--- config.mk ---
export PLATFORM = sky130hd
export DESIGN_NAME = adc_serial_emu
export DESIGN_NICKNAME = d
export VERILOG_FILES = /design/src/rtl/adc_ser_pkg.sv /design/src/rtl/adc_ser_sync.sv /design/src/rtl/adc_ser_framer.sv /design/src/rtl/adc_serial_emu.sv
export SDC_FILE = /design/constraint.sdc
export NUM_CORES = 1
export LEC_CHECK = 0
export BUFFER_PORTS_ARGS = -buffer_cell sky130_fd_sc_hd__clkbuf_2
export CAP_MARGIN = 20
export CORE_MARGIN = 2
export CORE_UTILIZATION = 30
export DETAILED_ROUTE_END_ITERATION = 8
export GPL_ROUTABILITY_DRIVEN = 0
export RECOVER_POWER = 25
export SLEW_MARGIN = 20
export SYNTH_ARGS = -nofsm -noshare
export SYNTH_HDL_FRONTEND = slang
export SYNTH_SLANG_ARGS = --single-unit
export TNS_END_PERCENT = 10
--- constraint.sdc ---
create_clock -name clk -period 3.68 [get_ports clk]
set_input_delay 0.184 -clock clk [delete_from_list [all_inputs] [get_ports clk]]
set_output_delay 0.184 -clock clk [all_outputs]
set_load 0.01 [all_outputs]
--- src/rtl/adc_ser_pkg.sv ---
package adc_ser_pkg;

  parameter int WORD_W = 12;

  typedef enum logic [2:0] {
    PH_SAMPLE,
    PH_NULL,
    PH_MSB,
    PH_LSB,
    PH_ZERO
  } phase_e;

  // Falling-edge index (1-based) within a frame -> phase of the line.
  function automatic phase_e phase_of(int idx, int w);
    if (idx < 2)            return PH_SAMPLE;
    else if (idx == 2)      return PH_NULL;
    else if (idx <= w + 2)  return PH_MSB;
    else if (idx <= 2*w + 1) return PH_LSB;
    else                    return PH_ZERO;
  endfunction

  // Bit position of the word shown at a given data edge.
  function automatic int bit_pos(int idx, int w);
    if (phase_of(idx, w) == PH_MSB) return w + 2 - idx;
    else if (phase_of(idx, w) == PH_LSB) return idx - (w + 2);
    else return 0;
  endfunction

endpackage

--- src/rtl/adc_ser_sync.sv ---
module adc_ser_sync #(
  parameter int   STAGES = 2,
  parameter logic IDLE   = 1'b0
) (
  input  logic clk,
  input  logic rst_n,
  input  logic din,
  output logic level,
  output logic fall
);

  logic [STAGES-1:0] chain;
  logic              last;

  generate
    if (STAGES == 1) begin : g_single
      always_ff @(posedge clk or negedge rst_n) begin
        if (!rst_n) chain <= IDLE;
        else        chain <= din;
      end
    end else begin : g_multi
      always_ff @(posedge clk or negedge rst_n) begin
        if (!rst_n) chain <= {STAGES{IDLE}};
        else        chain <= {chain[STAGES-2:0], din};
      end
    end
  endgenerate

  always_ff @(posedge clk or negedge rst_n) begin
    if (!rst_n) last <= IDLE;
    else        last <= chain[STAGES-1];
  end

  assign level = chain[STAGES-1];
  assign fall  = last & ~chain[STAGES-1];

endmodule

--- src/rtl/adc_ser_framer.sv ---
module adc_ser_framer
  import adc_ser_pkg::*;
#(
  parameter int DATA_W = 12,
  parameter int CNT_W  = 5
) (
  input  logic              clk,
  input  logic              rst_n,
  input  logic              cs_high,
  input  logic              cs_fall,
  input  logic              clk_fall,
  input  logic [DATA_W-1:0] data_in,
  output logic [DATA_W-1:0] word_q,
  output logic [CNT_W-1:0]  edge_cnt,
  output logic              sdo,
  output logic              sdo_oe
);

  localparam logic [CNT_W-1:0] CNT_MAX = CNT_W'(2*DATA_W + 2);

  function automatic logic pick(logic [DATA_W-1:0] w, int idx);
    phase_e            ph;
    logic [DATA_W-1:0] sh;
    ph = phase_of(idx, DATA_W);
    sh = w >> bit_pos(idx, DATA_W);
    if (ph == PH_MSB || ph == PH_LSB) return sh[0];
    else return 1'b0;
  endfunction

  logic [CNT_W-1:0] cnt_nxt;
  assign cnt_nxt = (edge_cnt == CNT_MAX) ? edge_cnt : edge_cnt + 1'b1;

  always_ff @(posedge clk or negedge rst_n) begin
    if (!rst_n) begin
      word_q   <= '0;
      edge_cnt <= '0;
      sdo      <= 1'b0;
      sdo_oe   <= 1'b0;
    end else if (cs_high) begin
      edge_cnt <= '0;
      sdo      <= 1'b0;
      sdo_oe   <= 1'b0;
    end else if (cs_fall) begin
      word_q   <= data_in;
      edge_cnt <= '0;
    end else if (clk_fall) begin
      edge_cnt <= cnt_nxt;
      sdo_oe   <= (phase_of(32'(cnt_nxt), DATA_W) != PH_SAMPLE);
      sdo      <= pick(word_q, 32'(cnt_nxt));
    end
  end

endmodule

--- src/rtl/adc_serial_emu.sv ---
module adc_serial_emu #(
  parameter int DATA_W      = adc_ser_pkg::WORD_W,
  parameter int SYNC_STAGES = 2
) (
  input  logic              clk,
  input  logic              rst_n,
  input  logic              cs_n,
  input  logic              dclk,
  input  logic [DATA_W-1:0] sample_word,
  output logic              sdo,
  output logic              sdo_oe
);

  localparam int CNT_W = $clog2(2*DATA_W + 3);

  logic              cs_lvl;
  logic              cs_fall;
  logic              dclk_lvl;
  logic              dclk_fall;
  logic [DATA_W-1:0] word_q;
  logic [CNT_W-1:0]  edge_cnt;

  adc_ser_sync #(.STAGES(SYNC_STAGES), .IDLE(1'b1)) u_cs_sync (
    .clk(clk), .rst_n(rst_n), .din(cs_n), .level(cs_lvl), .fall(cs_fall)
  );

  adc_ser_sync #(.STAGES(SYNC_STAGES), .IDLE(1'b0)) u_dclk_sync (
    .clk(clk), .rst_n(rst_n), .din(dclk), .level(dclk_lvl), .fall(dclk_fall)
  );

  adc_ser_framer #(.DATA_W(DATA_W), .CNT_W(CNT_W)) u_framer (
    .clk(clk), .rst_n(rst_n),
    .cs_high(cs_lvl), .cs_fall(cs_fall), .clk_fall(dclk_fall),
    .data_in(sample_word), .word_q(word_q), .edge_cnt(edge_cnt),
    .sdo(sdo), .sdo_oe(sdo_oe)
  );

  logic unused_lvl;
  assign unused_lvl = dclk_lvl;

endmodule

==> metrics.csv, run 1 <==
stage;metric;value;unit
status;outcome;finished clean;
drt;vias per cell;4.86;
final_layout;layout cells sized above 1;0.260;
setup_path;critical path data required time;3880;ps
synth;Yosys Warn Count;0;
global_route;GR Util All Layers;0.110;
power;leakage power;0.769;nW
sta;Final Hold Slack;23.5;ps
clock_tree;Clock Tree Root;clkbuf_8;
final_layout;commonest non-fill, non-tap cell in the layout;dfrtp_1;
synth;FFs w/ async S/R, synth;1.00;
die;Std-Cell Rows;27;
sta;fmax;306;MHz
drt;vias post-DR;1171;
clock_tree;Clock transition at path regs;80;ps
synth;Seq/Total Area, Yosys;0.380;
synth;share of the synthesized area in the top cell type;0.332;
synth;register bit total from synthesis;25;
clock_tree;CTS tree;yes;
die;Initial Utilization;0.306;
sta;RSZ-0062 raised after global routing;false;
setup_path;type of origin of the critical path;flip-flop;
sta;final worst-path cycle share;0.889;
die;# IOs;18;
final_layout;Area growth syn-to-layout;11.8;%
min_path;critical hold path startpoint;dclk;
drt;post-route ant nets;0;
sta;Tmin final;3270;ps
global_route;antenna violations before repair;0;
min_path;Tightest Hold Check Type;input pin to flip-flop;
clock_tree;post-CTS sizing;0;
setup_path;Critical Path AT;3470;ps
synth;Syn Area/Cell;10.8;um2
global_route;first-pass GRT wire length;5580;um
final_layout;final instance area;1850;um2
die;DIE HEIGHT;78.3;um
clock_tree;H-tree Lvls;1;
synth;Post-synth EDFFs;0;
setup_path;crit path launch;u_framer.edge_cnt[0];
sta;Pins Over Slew Limit;0;
clock_tree;clk sinks;25;
synth;synth unique cells;57;
clock_tree;Inserted Clock Buffers;3;
final_layout;n_diodes;0;
power;Max rail drop VDD;0.000225;V
clock_tree;maximum buffer depth of the clock tree;2;
drt;drt wl/cell;12.5;um
sta;Worst Skew;2.80;ps
setup_path;Setup crit end kind;flip-flop;
final_layout;Fill cells;576;
synth;Syn Std Cell Area;1660;um2
setup_path;Crit Path Max Fanout;9;
synth;area leader, netlist;dfrtp_1;
flow_run;Max-cap violations;0;
synth;largest cells by area after synthesis;dfrtp_1 33%, mux2_2 8.2%, ha_1 5.3%, dfstp_2 4.8%, mux2i_1 3.6%;
drt;drt first-iter violations;45;
drt;Detailed Routing Iterations Pass 1;4;
final_layout;Final Util;0.343;
place;dpl cell area;1790;um2
final_layout;commonest cells after routing, fill and taps aside;22 x dfrtp_1, 16 x clkbuf_2, 12 x mux2_2;
synth;ys flop type;dfrtp_1;
die;die area;6130;um2
synth;syn_nets;176;
sta;Slew @ Worst Pin;1300;ps
global_route;vias in the first global route;1211;
power;Overall Power;0.550;mW
drt;drt total wl;3020;um
die;core area;5410;um2
global_route;pin count of the biggest net entering global routing;26;
sta;hold violation count in the final report;0;
global_route;global route overflow;0;
sta;Setup TNS Final;0;ps
drt;drc violations;0;
die;die width;78.3;um
place;DP HPWL;2320;um
place;I/O Buffers;17;
synth;Mapped Cells;153;
sta;Slew headroom;0.136;
setup_path;worst r2r src;u_framer.edge_cnt[0];
clock_tree;Worst-Skew Late Latency;260;ps
power;Power per Cell Area;297;nW/um2
final_layout;nets;193;
sta;Final setup viols;0;
setup_path;crit path kind;flip-flop to flip-flop;
[final timing paths]
check                                  endpoint  slack [ps]  cells past startpoint
hold / removal             u_dclk_sync.chain[0]          20                      1
setup / recovery                   u_framer.sdo         410                     10
setup reg to reg                   u_framer.sdo         410                     10
max in group asynchronous  u_framer.edge_cnt[2]        2190                      2
min in group asynchronous    u_framer.word_q[5]         720                      2
hold reg to reg            u_dclk_sync.chain[1]         360                      0
[per-stage QoR]
| step | cells | worst slack (ps) |
|---|---|---|
| after floorplan | 153 | 775 |
| after global placement | 235 | 480 |
| after detailed placement | 235 | 425 |
| after CTS | 241 | 406 |
| after global routing | 241 | 175 |
| final | 241 | 408 |
[routing by layer]
layer | wire [um] | vias to the layer above | GRT usage
met5 | 0 | - | 0
met4 | 36 | 0 | 0.0404
met1 | 1480 | 557 | 0.145
li1 | - | 594 | -
met2 | 1410 | 15 | 0.182
met3 | 94 | 5 | 0.0195
[registers in the layout, indices dropped and copies added, names as in the netlist]
signal             cells
u_dclk_sync.last       1
u_framer.sdo           1
u_dclk_sync.chain      2
u_framer.edge_cnt      5
u_framer.sdo_oe        1
u_framer.word_q       12
u_cs_sync.chain        2
u_cs_sync.last         1
[synthesized netlist by cell type (2+ instances only)]
cell type  count
dfrtp_1       22
mux2_2        12
nor2_1        11
a21oi_1        9
ha_1           7
inv_1          6
mux2i_1        6
o21ai_0        5
nand2_1        4
nand3_1        4
nor2b_1        4
clkbuf_1       3
dfstp_2        3
nor3_1         3
xnor2_1        3
a21boi_1       2
a22oi_1        2
and2_1         2
and4_1         2
buf_6          2
nand2b_1       2
o21a_1         2
or3_1          2
xor2_1         2
[report_power, final]
part | switching, mW | internal (mW) | total (mW)
Clock | 0.0815 | 0.0773 | 0.159
Combinational | 0.0356 | 0.0422 | 0.0779
Sequential | 0.0137 | 0.299 | 0.313
Total | 0.131 | 0.419 | 0.550
[repair_timing]
action / in CTS / in global routing
hold buffers: 2 / 0
hold endpoints to repair: 23 / 0
setup buffers: 0 / 0
[cell families (layout without fill, tap and decap cells)]
family / count (synthesis) / after routing / synth area share
xor+xnor: 6 / 6 / 0.0431
fa+ha+maj: 7 / 7 / 0.0529
compound gates: 39 / 39 / 0.185
mux: 19 / 19 / 0.134
flops: 25 / 25 / 0.380
simple gates: 44 / 44 / 0.164
buf+inv: 13 / 29 / 0.0415
[critical path, stage by stage (launching register included)]
cell,delay [ps]
dfrtp_1,590
ha_1,350
xor2_1,290
nand2_1,190
ha_1,290
o21a_2,280
nor3_4,310
a21oi_1,90
a22o_1,240
a2111o_1,420
a2bb2oi_2,140
[final cells by class]
| class | count | area [um2] | share of cell area |
|---|---|---|---|
| tap | 72 | 90.1 | 0.0486 |
| multi-input combinational | 115 | 961 | 0.519 |
| inverter | 6 | 22.5 | 0.0122 |
| timing repair buffer | 19 | 104 | 0.0561 |
| clock buffer | 4 | 45.0 | 0.0243 |
| sequential | 25 | 629 | 0.340 |
Note: power is estimated with default switching activity, not from simulation.
==> run 2: changes to the inputs <==
REMOVE_ABC_BUFFERS = 1   (was default)
==> run 2 against run 1 <==
  * Global-route usage down 0.073 points
  * Die area is the same
  * Via count up 2.6%
  * Register-to-register slack lost 20 ps
  * Utilization up 0.21 points
  * Design area increased by 0.61%
  * Sequential share of layout area down 0.21 points
  * Clock skew is 1.1 ps lower
  * Worst hold slack better by 120 ps
  * Flip-flop and latch count unchanged
  * Maximum frequency fell by 0.48%
  * First-iteration DRC count decreased by 6.7%
  * Largest power group unchanged
==> metrics.csv, run 2 (synthesis gave the netlist of run 1 again) <==
stage;metric;value;unit;change
sta;Worst Skew;1.75;ps;was 2.80 ps
place;DP HPWL;2340;um;was 2320 um
clock_tree;clk sinks;25;;unchanged
final_layout;max FFs per register;12;;unchanged
final_layout;register area;629;um2;unchanged
clock_tree;Clock transition at path regs;90;ps;was 80 ps
clock_tree;CTS tree;yes;;unchanged
drt;post-route ant nets;0;;unchanged
global_route;vias in the first global route;1186;;was 1211
drt;drt total wl;3050;um;was 3020 um
final_layout;Area growth syn-to-layout;12.5;%;was 11.8%
min_path;Tightest Hold Check Type;input pin to flip-flop;;unchanged
final_layout;n_diodes;0;;unchanged
die;die area;6130;um2;unchanged
drt;Max Used Layer;met4;;unchanged
clock_tree;H-tree Lvls;1;;unchanged
sta;hold violation count in the final report;0;;unchanged
drt;Met1 Routed Length;1490;um;was 1480 um
drt;drt first-iter violations;42;;was 45
setup_path;Crit Path Max Fanout;9;;unchanged
die;# IOs;18;;unchanged
drt;met3 wire len;89;um;was 94 um
drt;Detailed Routing Iterations Pass 1;4;;unchanged
sta;Final WS setup;392;ps;was 408 ps
setup_path;crit path launch;u_framer.edge_cnt[0];;unchanged
clock_tree;post-CTS sizing;0;;unchanged
global_route;pin count of the biggest net entering global routing;26;;unchanged
final_layout;largest registers;u_framer.word_q: 12 flops, u_framer.edge_cnt: 5 flops;;unchanged
sta;Slew @ Worst Pin;1330;ps;was 1300 ps
drt;Met2 Routed Length;1430;um;was 1410 um
status;outcome;finished clean;;unchanged
setup_path;crit path kind;flip-flop to flip-flop;;unchanged
place;Post-Place Setup Slack;408;ps;was 425 ps
sta;Slew headroom;0.111;;was 0.136
die;Std-Cell Rows;27;;unchanged
sta;final worst-path cycle share;0.893;;was 0.889
final_layout;commonest cells after routing, fill and taps aside;22 x dfrtp_1, 16 x clkbuf_2, 12 x mux2_2;;unchanged
setup_path;worst r2r src;u_framer.edge_cnt[0];;unchanged
die;Initial Utilization;0.306;;unchanged
drt;vias post-DR;1202;;was 1171
die;DIE HEIGHT;78.3;um;unchanged
power;leakage power;0.771;nW;was 0.769 nW
clock_tree;# hold bufs at CTS;2;;unchanged
drt;drt wl/cell;12.6;um;was 12.5 um
sta;fmax;304;MHz;was 306 MHz
setup_path;type of origin of the critical path;flip-flop;;unchanged
drt;vias per cell;4.97;;was 4.86
global_route;GR Util All Layers;0.110;;about the same
setup_path;Critical Path AT;3450;ps;was 3470 ps
flow_run;Max-cap violations;0;;unchanged
power;Power per Cell Area;299;nW/um2;was 297 nW/um2
power;Max rail drop VDD;0.000191;V;was 0.000225 V
clock_tree;Clock Tree Root;clkbuf_8;;unchanged
sta;RSZ-0062 raised after global routing;false;;unchanged
min_path;critical hold path startpoint;sample_word[0];;was dclk
clock_tree;Post-CTS Setup Inserts;0;;unchanged
sta;Tmin final;3290;ps;was 3270 ps
clock_tree;maximum buffer depth of the clock tree;2;;unchanged
setup_path;Setup crit end kind;flip-flop;;unchanged
final_layout;nets;194;;was 193
setup_path;critical path data required time;3840;ps;was 3880 ps
sta;Final setup viols;0;;unchanged
die;core area;5410;um2;unchanged
sta;Setup TNS Final;0;ps;unchanged
final_layout;commonest non-fill, non-tap cell in the layout;dfrtp_1;;unchanged
global_route;first-pass GRT wire length;5540;um;was 5580 um
sta;Final Hold Slack;140;ps;was 23.5 ps
clock_tree;Inserted Clock Buffers;3;;unchanged
sta;Pins Over Slew Limit;0;;unchanged
clock_tree;Worst-Skew Late Latency;270;ps;was 260 ps
global_route;global route overflow;0;;unchanged
final_layout;Fill cells;581;;was 576
global_route;antenna violations before repair;0;;unchanged
final_layout;layout cells sized above 1;0.259;;was 0.260
die;die width;78.3;um;unchanged
final_layout;area of the multi-input gates;958;um2;was 961 um2
drt;drc violations;0;;unchanged
place;I/O Buffers;17;;unchanged
final_layout;largest reg by FF count;u_framer.word_q;;unchanged
## run 2: changes by cell type in the layout (fill, tap and decap cells not counted)
cell	before	now
nor2b_2	1	0
clkbuf_1	2	1
nor2b_1	3	4
dlygate4sd3_1	2	3
clkinvlp_4	0	1
## run 2: through the flow
stage | cells | utilization | total power [mW] | cell area (um2)
floorplan | 146 | - | 0.369 | 1610
global placement | 235 | 0.330 | 0.395 | 1790
detailed placement | 235 | 0.330 | 0.397 | 1790
CTS | 241 | 0.343 | 0.565 | 1850
global route | 242 | 0.345 | 0.589 | 1860
finish | 242 | 0.345 | 0.557 | 1860
## run 2: area by class of cell
type                       count  area share
tap                           72      0.0484
sequential                    25       0.338
clock buffer                   3      0.0222
timing repair buffer          20      0.0611
multi-input combinational    115       0.514
inverter                       6      0.0121
clock inverter                 1     0.00403
## run 2: per-layer routing
metal  vias to the layer above  GRT usage
li1                        594          -
met1                       586      0.148
met2                        17      0.184
met3                         5     0.0138
met4                         0     0.0316
met5                         -          0
## run 2: final timing paths
kind,to,depth (start not counted),slack (ps)
setup reg to reg,u_framer.sdo,9,390
hold / removal,u_framer.word_q[0],2,140
min in group asynchronous,u_framer.word_q[6],2,730
max in group asynchronous,u_framer.edge_cnt[2],2,2170
setup / recovery,u_framer.sdo,9,390
hold reg to reg,u_dclk_sync.chain[1],0,350
## run 2: where the power goes
part,switching (mW),internal [mW]
clock network,0.0882,0.0767
registers,0.0145,0.299
logic,0.0355,0.0428
total,0.138,0.419
## run 2: critical path: stages (launching register included)
cell and delay, ps:
dfrtp_1 590, ha_1 350, xor2_1 310, nand2_1 210
ha_1 300, o21a_2 280, nor3_4 300, mux4_1 590
a21oi_1 190, a2bb2oi_2 70
==> run 3: changes to the inputs <==
PLACE_DENSITY = 0.53   (was default)
==> run 3 against run 2 <==
  * Clock skew grew 4.8 ps
  * Sequential power is essentially flat
  * Count of clock-buffer cells in the layout is the same
  * Critical path depth grew 1
  * Global-route usage shrank 0.23 points
  * Register-to-register slack is essentially flat
  * Power shrank 0.54%
  * Largest cell class unchanged
  * Largest power group unchanged
==> metrics.csv, run 3 (synthesis gave the netlist of run 1 again) <==
stage;metric;value;unit;change
final_layout;largest registers;u_framer.word_q: 12 flops, u_framer.edge_cnt: 5 flops;;unchanged
final_layout;nets;193;;was 194
clock_tree;post-CTS sizing;0;;unchanged
final_layout;n_diodes;0;;unchanged
clock_tree;Clock transition at path regs;90;ps;about the same
global_route;first-pass GRT wire length;5500;um;was 5540 um
sta;Slew @ Worst Pin;1320;ps;was 1330 ps
global_route;routing usage on met3;0.0126;;was 0.0138
final_layout;commonest cells after routing, fill and taps aside;22 x dfrtp_1, 16 x clkbuf_2, 12 x mux2_2;;unchanged
drt;vias post-DR;1186;;was 1202
setup_path;worst r2r src;u_framer.edge_cnt[0];;unchanged
die;core area;5410;um2;unchanged
flow_run;Max-cap violations;0;;unchanged
clock_tree;Post-CTS Setup Inserts;0;;unchanged
sta;RSZ-0062 raised after global routing;false;;unchanged
clock_tree;CTS tree;yes;;unchanged
min_path;Hold Crit Endpoint;u_dclk_sync.chain[0];;was u_framer.word_q[0]
clock_tree;maximum buffer depth of the clock tree;2;;unchanged
sta;Final setup viols;0;;unchanged
die;DIE HEIGHT;78.3;um;unchanged
drt;drt total wl;3170;um;was 3050 um
global_route;GR Layer Usage met2;0.191;;was 0.184
place;DP HPWL;2420;um;was 2340 um
power;Power per Cell Area;299;nW/um2;about the same
place;Post-Place Setup Slack;417;ps;was 408 ps
die;# IOs;18;;unchanged
status;outcome;finished clean;;unchanged
global_route;gr busiest metal;met2;;unchanged
drt;drc violations;0;;unchanged
setup_path;crit path kind;flip-flop to flip-flop;;unchanged
final_layout;layout cells sized above 1;0.266;;was 0.259
place;I/O Buffers;17;;unchanged
final_layout;Area growth syn-to-layout;11.9;%;was 12.5%
global_route;GR Util All Layers;0.107;;was 0.110
final_layout;count of non-filler cells in the finished layout;241;;was 242
sta;Final Hold Slack;17.5;ps;was 140 ps
global_route;antenna violations before repair;0;;unchanged
min_path;Tightest Hold Check Type;input pin to flip-flop;;unchanged
min_path;critical hold path startpoint;dclk;;was sample_word[0]
clock_tree;H-tree Lvls;1;;unchanged
drt;post-route ant nets;0;;unchanged
sta;Worst Skew;6.50;ps;was 1.75 ps
setup_path;type of origin of the critical path;flip-flop;;unchanged
sta;Setup TNS Final;0;ps;unchanged
setup_path;Reg2Reg Setup Slack;400;ps;was 390 ps
place;Cells after DPL;235;;unchanged
setup_path;Crit Path Max Fanout;9;;unchanged
final_layout;max FFs per register;12;;unchanged
setup_path;Setup crit end kind;flip-flop;;unchanged
sta;hold violation count in the final report;0;;unchanged
die;Std-Cell Rows;27;;unchanged
clock_tree;Clock Tree Root;clkbuf_8;;unchanged
setup_path;critical path data required time;3830;ps;was 3840 ps
final_layout;Fill cells;568;;was 581
setup_path;r2r worst-path depth;10;;was 9
setup_path;crit path launch;u_framer.edge_cnt[0];;unchanged
drt;Detailed Routing Iterations Pass 1;4;;unchanged
final_layout;commonest non-fill, non-tap cell in the layout;dfrtp_1;;unchanged
sta;Tmin final;3280;ps;was 3290 ps
sta;Slew headroom;0.121;;was 0.111
global_route;vias in the first global route;1191;;was 1186
final_layout;largest reg by FF count;u_framer.word_q;;unchanged
power;leakage power;0.771;nW;about the same
clock_tree;Inserted Clock Buffers;3;;unchanged
power;Max rail drop VDD;0.000272;V;was 0.000191 V
setup_path;Reg-to-Reg End;u_framer.sdo;;unchanged
global_route;pin count of the biggest net entering global routing;26;;unchanged
clock_tree;# hold bufs at CTS;2;;unchanged
drt;drt wl/cell;13.2;um;was 12.6 um
sta;Pins Over Slew Limit;0;;unchanged
global_route;met1 GRT Util;0.142;;was 0.148
die;die area;6130;um2;unchanged
global_route;global route overflow;0;;unchanged
setup_path;Critical Path AT;3430;ps;was 3450 ps
drt;drt first-iter violations;55;;was 42
sta;final worst-path cycle share;0.892;;was 0.893
drt;vias per cell;4.92;;was 4.97
sta;Final WS setup;399;ps;was 392 ps
clock_tree;clk sinks;25;;unchanged
clock_tree;Worst-Skew Late Latency;270;ps;about the same
sta;fmax;305;MHz;was 304 MHz
die;Initial Utilization;0.306;;unchanged
min_path;worst hold path depth;1;;was 2
die;die width;78.3;um;unchanged
[run 3: cell count changes in the layout (fill, tap and decap cells not counted)]
| cell | delta |
|---|---|
| clkinv_2 | +1 |
| clkinvlp_4 | -1 |
| dlygate4sd3_1 | -1 |
| nor2b_1 | -1 |
| nor2b_2 | +1 |
[run 3: metrics by stage]
stage	util	power (mW)	area [um2]
6_report	0.343	0.554	1850
5_1_grt	0.343	0.584	1850
4_1_cts	0.343	0.560	1850
3_5_place_dp	0.330	0.397	1790
3_3_place_gp	0.330	0.397	1790
2_1_floorplan	-	0.369	1610
[run 3: final cells by class]
class	count	area, um2	area share
sequential	25	629	0.340
clock inverter	1	5.00	0.00270
inverter	6	22.5	0.0122
timing repair buffer	19	104	0.0560
tap	72	90.1	0.0486
multi-input combinational	115	961	0.519
clock buffer	3	41.3	0.0223
[run 3: worst max-delay path by stage]
stage | cells after the start | end | slack [ps]
3_5_place_dp | 10 | u_framer.sdo | 420
3_3_place_gp | 10 | u_framer.sdo | 430
2_1_floorplan | 9 | u_framer.sdo | 760
5_1_grt | 10 | u_framer.sdo | 160
4_1_cts | 10 | u_framer.sdo | 390
6_report | 10 | u_framer.sdo | 400
[run 3: report_power, final]
| part | internal [mW] | leakage (nW) | switching, mW |
|---|---|---|---|
| Combinational | 0.0422 | 0.442 | 0.0357 |
| Clock | 0.0756 | 0.0255 | 0.0867 |
| Sequential | 0.299 | 0.304 | 0.0144 |
| Total | 0.417 | 0.771 | 0.137 |
[run 3: worst max-delay path: stages (launching register included)]
cell       delay (ps)
dfrtp_1           590
ha_1              350
xor2_1            310
nand2_1           190
ha_1              290
o21a_2            280
nor3_4            300
mux2i_1           250
mux2i_1           110
o311a_1           370
a2bb2oi_2         130
[run 3: metal layers]
layer | vias to the layer above | wire (um) | part of all wire
met3 | 0 | 86 | 0.027
met5 | - | 0 | 0
met4 | 0 | 0 | 0
met2 | 20 | 1530 | 0.48
li1 | 595 | - | -
met1 | 571 | 1560 | 0.49
